File: src/rtl/cos_pkg.sv
package cos_pkg;
  localparam logic [4:0] OFS_INPUT  = 5'h00;
  localparam logic [4:0] OFS_RISE   = 5'h04;
  localparam logic [4:0] OFS_FALL   = 5'h08;
  localparam logic [4:0] OFS_STATUS = 5'h0C;
  localparam logic [4:0] OFS_CTRL   = 5'h10;

  localparam int CTRL_MODE_BIT = 1;
  localparam int CTRL_EN_BIT   = 2;

  // strobes from control to datapath
  typedef struct packed {
    logic statusClear;  // status register was read
    logic rearm;        // configuration changed, drop all-mode lockout
  } cosStrobe_t;
endpackage

File: src/rtl/cos_ctrl.sv
module cos_ctrl
  import cos_pkg::*;
#(
  parameter int N_IN   = 32,
  parameter int N_COS  = 16,
  parameter int DATA_W = 32,
  parameter int ADDR_W = 5
) (
  input  logic              clk,
  input  logic              rstN,
  input  logic [ADDR_W-1:0] busAddr,
  input  logic              busWrEn,
  input  logic [DATA_W-1:0] busWdata,
  input  logic              busRdEn,
  output logic [DATA_W-1:0] busRdata,
  input  logic [N_IN-1:0]   syncIn,
  input  logic [N_COS-1:0]  statusQ,
  output logic [N_COS-1:0]  modeRise,
  output logic [N_COS-1:0]  modeFall,
  output logic              andMode,
  output logic              enable,
  output cosStrobe_t        strobe
);
  localparam int PAD_IN  = DATA_W - N_IN;
  localparam int PAD_COS = DATA_W - N_COS;

  logic wrRise, wrFall, wrCtrl;
  logic [DATA_W-1:0] rdNext;
  logic wdataUnused;

  assign wdataUnused = ^{busWdata[DATA_W-1:N_COS], busWdata[0]};

  assign wrRise = busWrEn && (busAddr == ADDR_W'(OFS_RISE));
  assign wrFall = busWrEn && (busAddr == ADDR_W'(OFS_FALL));
  assign wrCtrl = busWrEn && (busAddr == ADDR_W'(OFS_CTRL));

  always_ff @(posedge clk) begin
    if (!rstN) begin
      modeRise <= '0;
      modeFall <= '0;
      andMode  <= 1'b0;
      enable   <= 1'b0;
    end else begin
      if (wrRise) modeRise <= busWdata[N_COS-1:0];
      if (wrFall) modeFall <= busWdata[N_COS-1:0];
      if (wrCtrl) begin
        andMode <= busWdata[CTRL_MODE_BIT];
        enable  <= busWdata[CTRL_EN_BIT];
      end
    end
  end

  always_comb begin
    strobe.statusClear = busRdEn && (busAddr == ADDR_W'(OFS_STATUS));
    strobe.rearm       = wrRise || wrFall || wrCtrl;
  end

  always_comb begin
    rdNext = '0;
    unique case (busAddr)
      ADDR_W'(OFS_INPUT):  rdNext = {{PAD_IN{1'b0}}, syncIn};
      ADDR_W'(OFS_RISE):   rdNext = {{PAD_COS{1'b0}}, modeRise};
      ADDR_W'(OFS_FALL):   rdNext = {{PAD_COS{1'b0}}, modeFall};
      ADDR_W'(OFS_STATUS): rdNext = {{PAD_COS{1'b0}}, statusQ};
      ADDR_W'(OFS_CTRL): begin
        rdNext[CTRL_MODE_BIT] = andMode;
        rdNext[CTRL_EN_BIT]   = enable;
      end
      default: rdNext = '0;
    endcase
  end

  always_ff @(posedge clk) begin
    if (!rstN)        busRdata <= '0;
    else if (busRdEn) busRdata <= rdNext;
  end
endmodule

File: src/rtl/cos_datapath.sv
module cos_datapath
  import cos_pkg::*;
#(
  parameter int N_IN  = 32,
  parameter int N_COS = 16
) (
  input  logic             clk,
  input  logic             rstN,
  input  logic [N_IN-1:0]  pinsIn,
  input  logic [N_COS-1:0] modeRise,
  input  logic [N_COS-1:0] modeFall,
  input  logic             andMode,
  input  logic             enable,
  input  cosStrobe_t       strobe,
  output logic [N_IN-1:0]  syncIn,
  output logic [N_COS-1:0] statusQ,
  output logic             fireEv,
  output logic             irqOut
);
  logic [N_IN-1:0]  metaQ;
  logic [N_COS-1:0] prevQ;
  logic [N_COS-1:0] riseV, fallV, hitOr, meetV, selected, capture;
  logic allMet, selChange, blocked, pending, andFire, orFire;

  always_ff @(posedge clk) begin
    if (!rstN) begin
      metaQ  <= '0;
      syncIn <= '0;
      prevQ  <= '0;
    end else begin
      metaQ  <= pinsIn;
      syncIn <= metaQ;
      prevQ  <= syncIn[N_COS-1:0];
    end
  end

  for (genvar i = 0; i < N_COS; i++) begin : g_chan
    assign riseV[i]    = syncIn[i] & ~prevQ[i];
    assign fallV[i]    = ~syncIn[i] & prevQ[i];
    assign hitOr[i]    = (riseV[i] & modeRise[i]) | (fallV[i] & modeFall[i]);
    assign meetV[i]    = (modeRise[i] & syncIn[i]) | (modeFall[i] & ~syncIn[i]);
    assign selected[i] = modeRise[i] | modeFall[i];
  end

  assign allMet    = (|selected) && ((meetV & selected) == selected);
  assign selChange = |((riseV | fallV) & selected);
  assign andFire   = andMode && allMet && !blocked;
  assign orFire    = !andMode && (|hitOr);
  assign fireEv    = enable && (andFire || orFire);
  assign capture   = andMode ? (meetV & selected) : hitOr;

  always_ff @(posedge clk) begin
    if (!rstN)                     blocked <= 1'b0;
    else if (strobe.rearm)         blocked <= 1'b0;
    else if (fireEv && andMode)    blocked <= 1'b1;
    else if (selChange)            blocked <= 1'b0;
  end

  always_ff @(posedge clk) begin
    if (!rstN) begin
      statusQ <= '0;
      pending <= 1'b0;
    end else if (fireEv) begin
      statusQ <= (strobe.statusClear ? '0 : statusQ) | capture;
      pending <= 1'b1;
    end else if (strobe.statusClear) begin
      statusQ <= '0;
      pending <= 1'b0;
    end
  end

  assign irqOut = pending && enable;
endmodule

File: src/rtl/cos_irq_ctrl.sv
module cos_irq_ctrl
  import cos_pkg::*;
#(
  parameter int N_IN   = 32,
  parameter int N_COS  = 16,
  parameter int DATA_W = 32,
  parameter int ADDR_W = 5
) (
  input  logic              clk,
  input  logic              rstN,
  input  logic [N_IN-1:0]   pinsIn,
  input  logic [ADDR_W-1:0] busAddr,
  input  logic              busWrEn,
  input  logic [DATA_W-1:0] busWdata,
  input  logic              busRdEn,
  output logic [DATA_W-1:0] busRdata,
  output logic              irqOut
);
  logic [N_COS-1:0] modeRise, modeFall, statusQ;
  logic [N_IN-1:0]  syncIn;
  logic andMode, enable, fireEv;
  cosStrobe_t strobe;

  cos_ctrl #(.N_IN(N_IN), .N_COS(N_COS), .DATA_W(DATA_W), .ADDR_W(ADDR_W)) u_ctrl (
    .clk(clk), .rstN(rstN), .busAddr(busAddr), .busWrEn(busWrEn),
    .busWdata(busWdata), .busRdEn(busRdEn), .busRdata(busRdata),
    .syncIn(syncIn), .statusQ(statusQ), .modeRise(modeRise),
    .modeFall(modeFall), .andMode(andMode), .enable(enable), .strobe(strobe)
  );

  cos_datapath #(.N_IN(N_IN), .N_COS(N_COS)) u_dp (
    .clk(clk), .rstN(rstN), .pinsIn(pinsIn), .modeRise(modeRise),
    .modeFall(modeFall), .andMode(andMode), .enable(enable), .strobe(strobe),
    .syncIn(syncIn), .statusQ(statusQ), .fireEv(fireEv), .irqOut(irqOut)
  );
endmodule

File: config.mk
export PLATFORM = sky130hd
export DESIGN_NAME = cos_irq_ctrl
export DESIGN_NICKNAME = d
export VERILOG_FILES = /design/src/rtl/cos_pkg.sv /design/src/rtl/cos_ctrl.sv /design/src/rtl/cos_datapath.sv /design/src/rtl/cos_irq_ctrl.sv
export SDC_FILE = /design/constraint.sdc
export NUM_CORES = 1
export LEC_CHECK = 0
export BUFFER_PORTS_ARGS = -buffer_cell sky130_fd_sc_hd__buf_2
export CAP_MARGIN = 20
export CORE_UTILIZATION = 54
export CTS_BUF_LIST = sky130_fd_sc_hd__clkbuf_8
export DETAILED_ROUTE_END_ITERATION = 6
export HOLD_SLACK_MARGIN = 0.15
export PLACE_DENSITY = 0.79
export SLEW_MARGIN = 0
export SYNTH_ARGS = -nofsm -noshare
export SYNTH_HDL_FRONTEND = slang
export SYNTH_HIERARCHICAL = 1
export SYNTH_SLANG_ARGS = --single-unit
File: constraint.sdc
create_clock -name clk -period 1.95 [get_ports clk]
set_input_delay 0.195 -clock clk [delete_from_list [all_inputs] [get_ports clk]]
set_output_delay 0.195 -clock clk [all_outputs]
set_load 0.01 [all_outputs]
==> results.json <==
{
  "status": "finished, violations left",
  "violations": "setup timing",
  "endpoint_kind": "flop",
  "clk_latency_ps": 470,
  "maxSlewHeadroom_pct": 28.6,
  "io_buffers": 89,
  "p_switching_mw": 1.74,
  "antenna_cells": 0,
  "r2r-start": "u_dp/syncIn[6]",
  "clock_skew_ps": 14.1,
  "die_area_mm2": 0.0145,
  "cp-startpoint": "u_dp/syncIn[6]",
  "drt_iter0_markers": 805,
  "clock_sinks": 164,
  "reg2reg_depth": 7,
  "cts_tree": "yes",
  "mostFrequentLayoutCells": "150 x dfxtp_1, 89 x buf_2, 80 x nor2_1",
  "cts.clk_slew.worst_paths_ps": 100,
  "worst_ep_required_time_ps": 2350,
  "ant_nets": 0,
  "pin_count": 106,
  "fin_crit_ps": 1970,
  "syn_inst": 802,
  "num_vias": 6885,
  "crit_buf_inv": 1,
  "antenna_found_initial": 0,
  "cellPowerDensity_mw_per_mm2": 685,
  "setup_tns_ps": -22.2,
  "synth_area_mm2": 0.00758,
  "grtUsageTotal_pct": 30.8,
  "peakVddDrop_uv": 626,
  "wire_per_inst_um": 18.7,
  "grt_start_max_net_pins": 81,
  "dr.pass1.iters": 7,
  "grt_pass1_vias": 6604,
  "clock_tree.root_cell": "clkbuf_8",
  "p_leak_nw": 3.84,
  "post-route-period-util_pct": 101,
  "grt_pass1_wl_mm": 34.1,
  "slowest_stage": "or4b_4",
  "start_kind": "flop",
  "core-area_mm2": 0.0135,
  "fmax_mhz": 508,
  "setup_slack_ps": -17.7,
  "pwr-share-clk_pct": 37.3,
  "mostFrequentLayoutCell": "dfxtp_1",
  "row_count": 42,
  "max-cap-violations": 0,
  "slew_violations": 0,
  "die_w_um": 121,
  "reg2reg_to": "u_dp/statusQ[3]",
  "max-clock-path-buffers": 2,
  "h-tree-depth": 4,
  "ys.warnings.count": 6,
  "internal_power_mw": 4.77,
  "tightest_slew_ps": 1070,
  "cp_max_fo": 7,
  "setup_viol": 2,
  "areaGrowthSynthToFinish_pct": 25.4,
  "path_class": "reg2reg",
  "path_delay_family": "simple AND/OR/NAND/NOR gates",
  "via_per_inst": 5.94,
  "finalPower_mw": 6.51,
  "worstSetupPathDepth": 7,
  "comb_power_share_pct": 9.4,
  "drive_gt1_share_pct": 26.5,
  "cp_slowest_stage_delay_ps": 500,
  "gr-total-overflow": 0,
  "cts_buffers": 17,
  "post-dp-hpwl_mm": 14.0,
  "swShare_pct": 26.7,
  "wl_mm": 21.7,
  "syn_area_per_cell_um2": 9.46,
  "utilization_pct": 70.7,
  "crit_path_end": "u_dp/statusQ[3]",
  "rsz0062_at_grt": "true",
  "start_util_pct": 56.4,
  "p_seq_share_pct": 53.4,
  "cp.arrival_ps": 2370,
  "gp_congestion": 0.903,
  "hold_viol": 0,
  "hold_class": "in2reg",
  "r2r_setup_slack_ps": -20,
  "syn_nets": 907,
  "die_h_um": 121,
  "cp_cell_sequence": "nand2_1 > o22ai_4 > or4b_4 > nor4_4 > buf_4 > nor3b_2 > o31a_1",
  "drc_errors": 0,
  "fin_nets": 1077
}
==> state kept, by name, indices dropped and copies added, names as in the netlist, 16 cells and up <==
| name | cells |
|---|---|
| u_dp/syncIn | 32 |
| u_dp/statusQ | 16 |
| u_ctrl/modeFall | 16 |
| u_ctrl/busRdata | 32 |
| u_dp/metaQ | 32 |
| u_dp/prevQ | 16 |
| u_ctrl/modeRise | 16 |
==> layout make-up <==
class                      instances  area [µm²]
multi-input combinational        554        4050
fill                            1027        3950
sequential                       164        3300
timing repair buffer             200        1430
clock buffer                      17         234
tap                              176         220
clock inverter                    14         143
inverter                          35         131
==> routing by layer <==
metal	routed length [µm]	track usage, %
met3	1820	7.17
met1	8810	39.9
met2	10400	49.8
met4	679	11.6
met5	0	0
==> per-stage QoR <==
step / setup WS, ps / std cells / cell area (µm²) / hold WS [ps]
floorplan: 32.5 / 802 / 7580 / 322
global placement: -38.4 / 1075 / 8470 / 400
detailed placement: -115 / 1075 / 8470 / 403
CTS: -19.2 / 1159 / 9440 / 210
global route: -101 / 1160 / 9510 / 229
finish: -17.7 / 1160 / 9510 / 238
==> worst min-delay path by stage <==
stage,startpoint,endpoint,slack [ps],cells after the start
after floorplan,pinsIn[0],u_dp/metaQ[0],320,1
after global placement,pinsIn[3],u_dp/metaQ[3],400,2
after detailed placement,pinsIn[21],u_dp/metaQ[21],400,2
after CTS,busAddr[3],u_ctrl/busRdata[2],210,4
after global routing,busAddr[4],u_ctrl/enable,230,4
final,busAddr[3],u_ctrl/busRdata[2],240,4
==> power groups by stage <==
stage	clock network, mW	registers, mW	logic (mW)
floorplan	0	3.53	0.304
global placement	0	3.54	0.494
detailed placement	0	3.55	0.503
CTS	2.47	3.47	0.586
global route	2.63	3.48	0.655
finish	2.43	3.47	0.610
==> worst reg2reg max path: cells and delay by family, from the launching register on <==
family,cells,cell delay [ps]
flops,1,380
buf+inv,1,190
simple gates,4,1110
compound gates,2,230
==> timing repair <==
action                     4_1_cts  5_1_grt
setup endpoints to repair       17       17
gates resized for setup         17       15
buffers inserted                 1        0
hold endpoints to repair        74        0
hold buffers                    52        0
pin swaps                       13        3
Power figures use the tool's default switching activity.
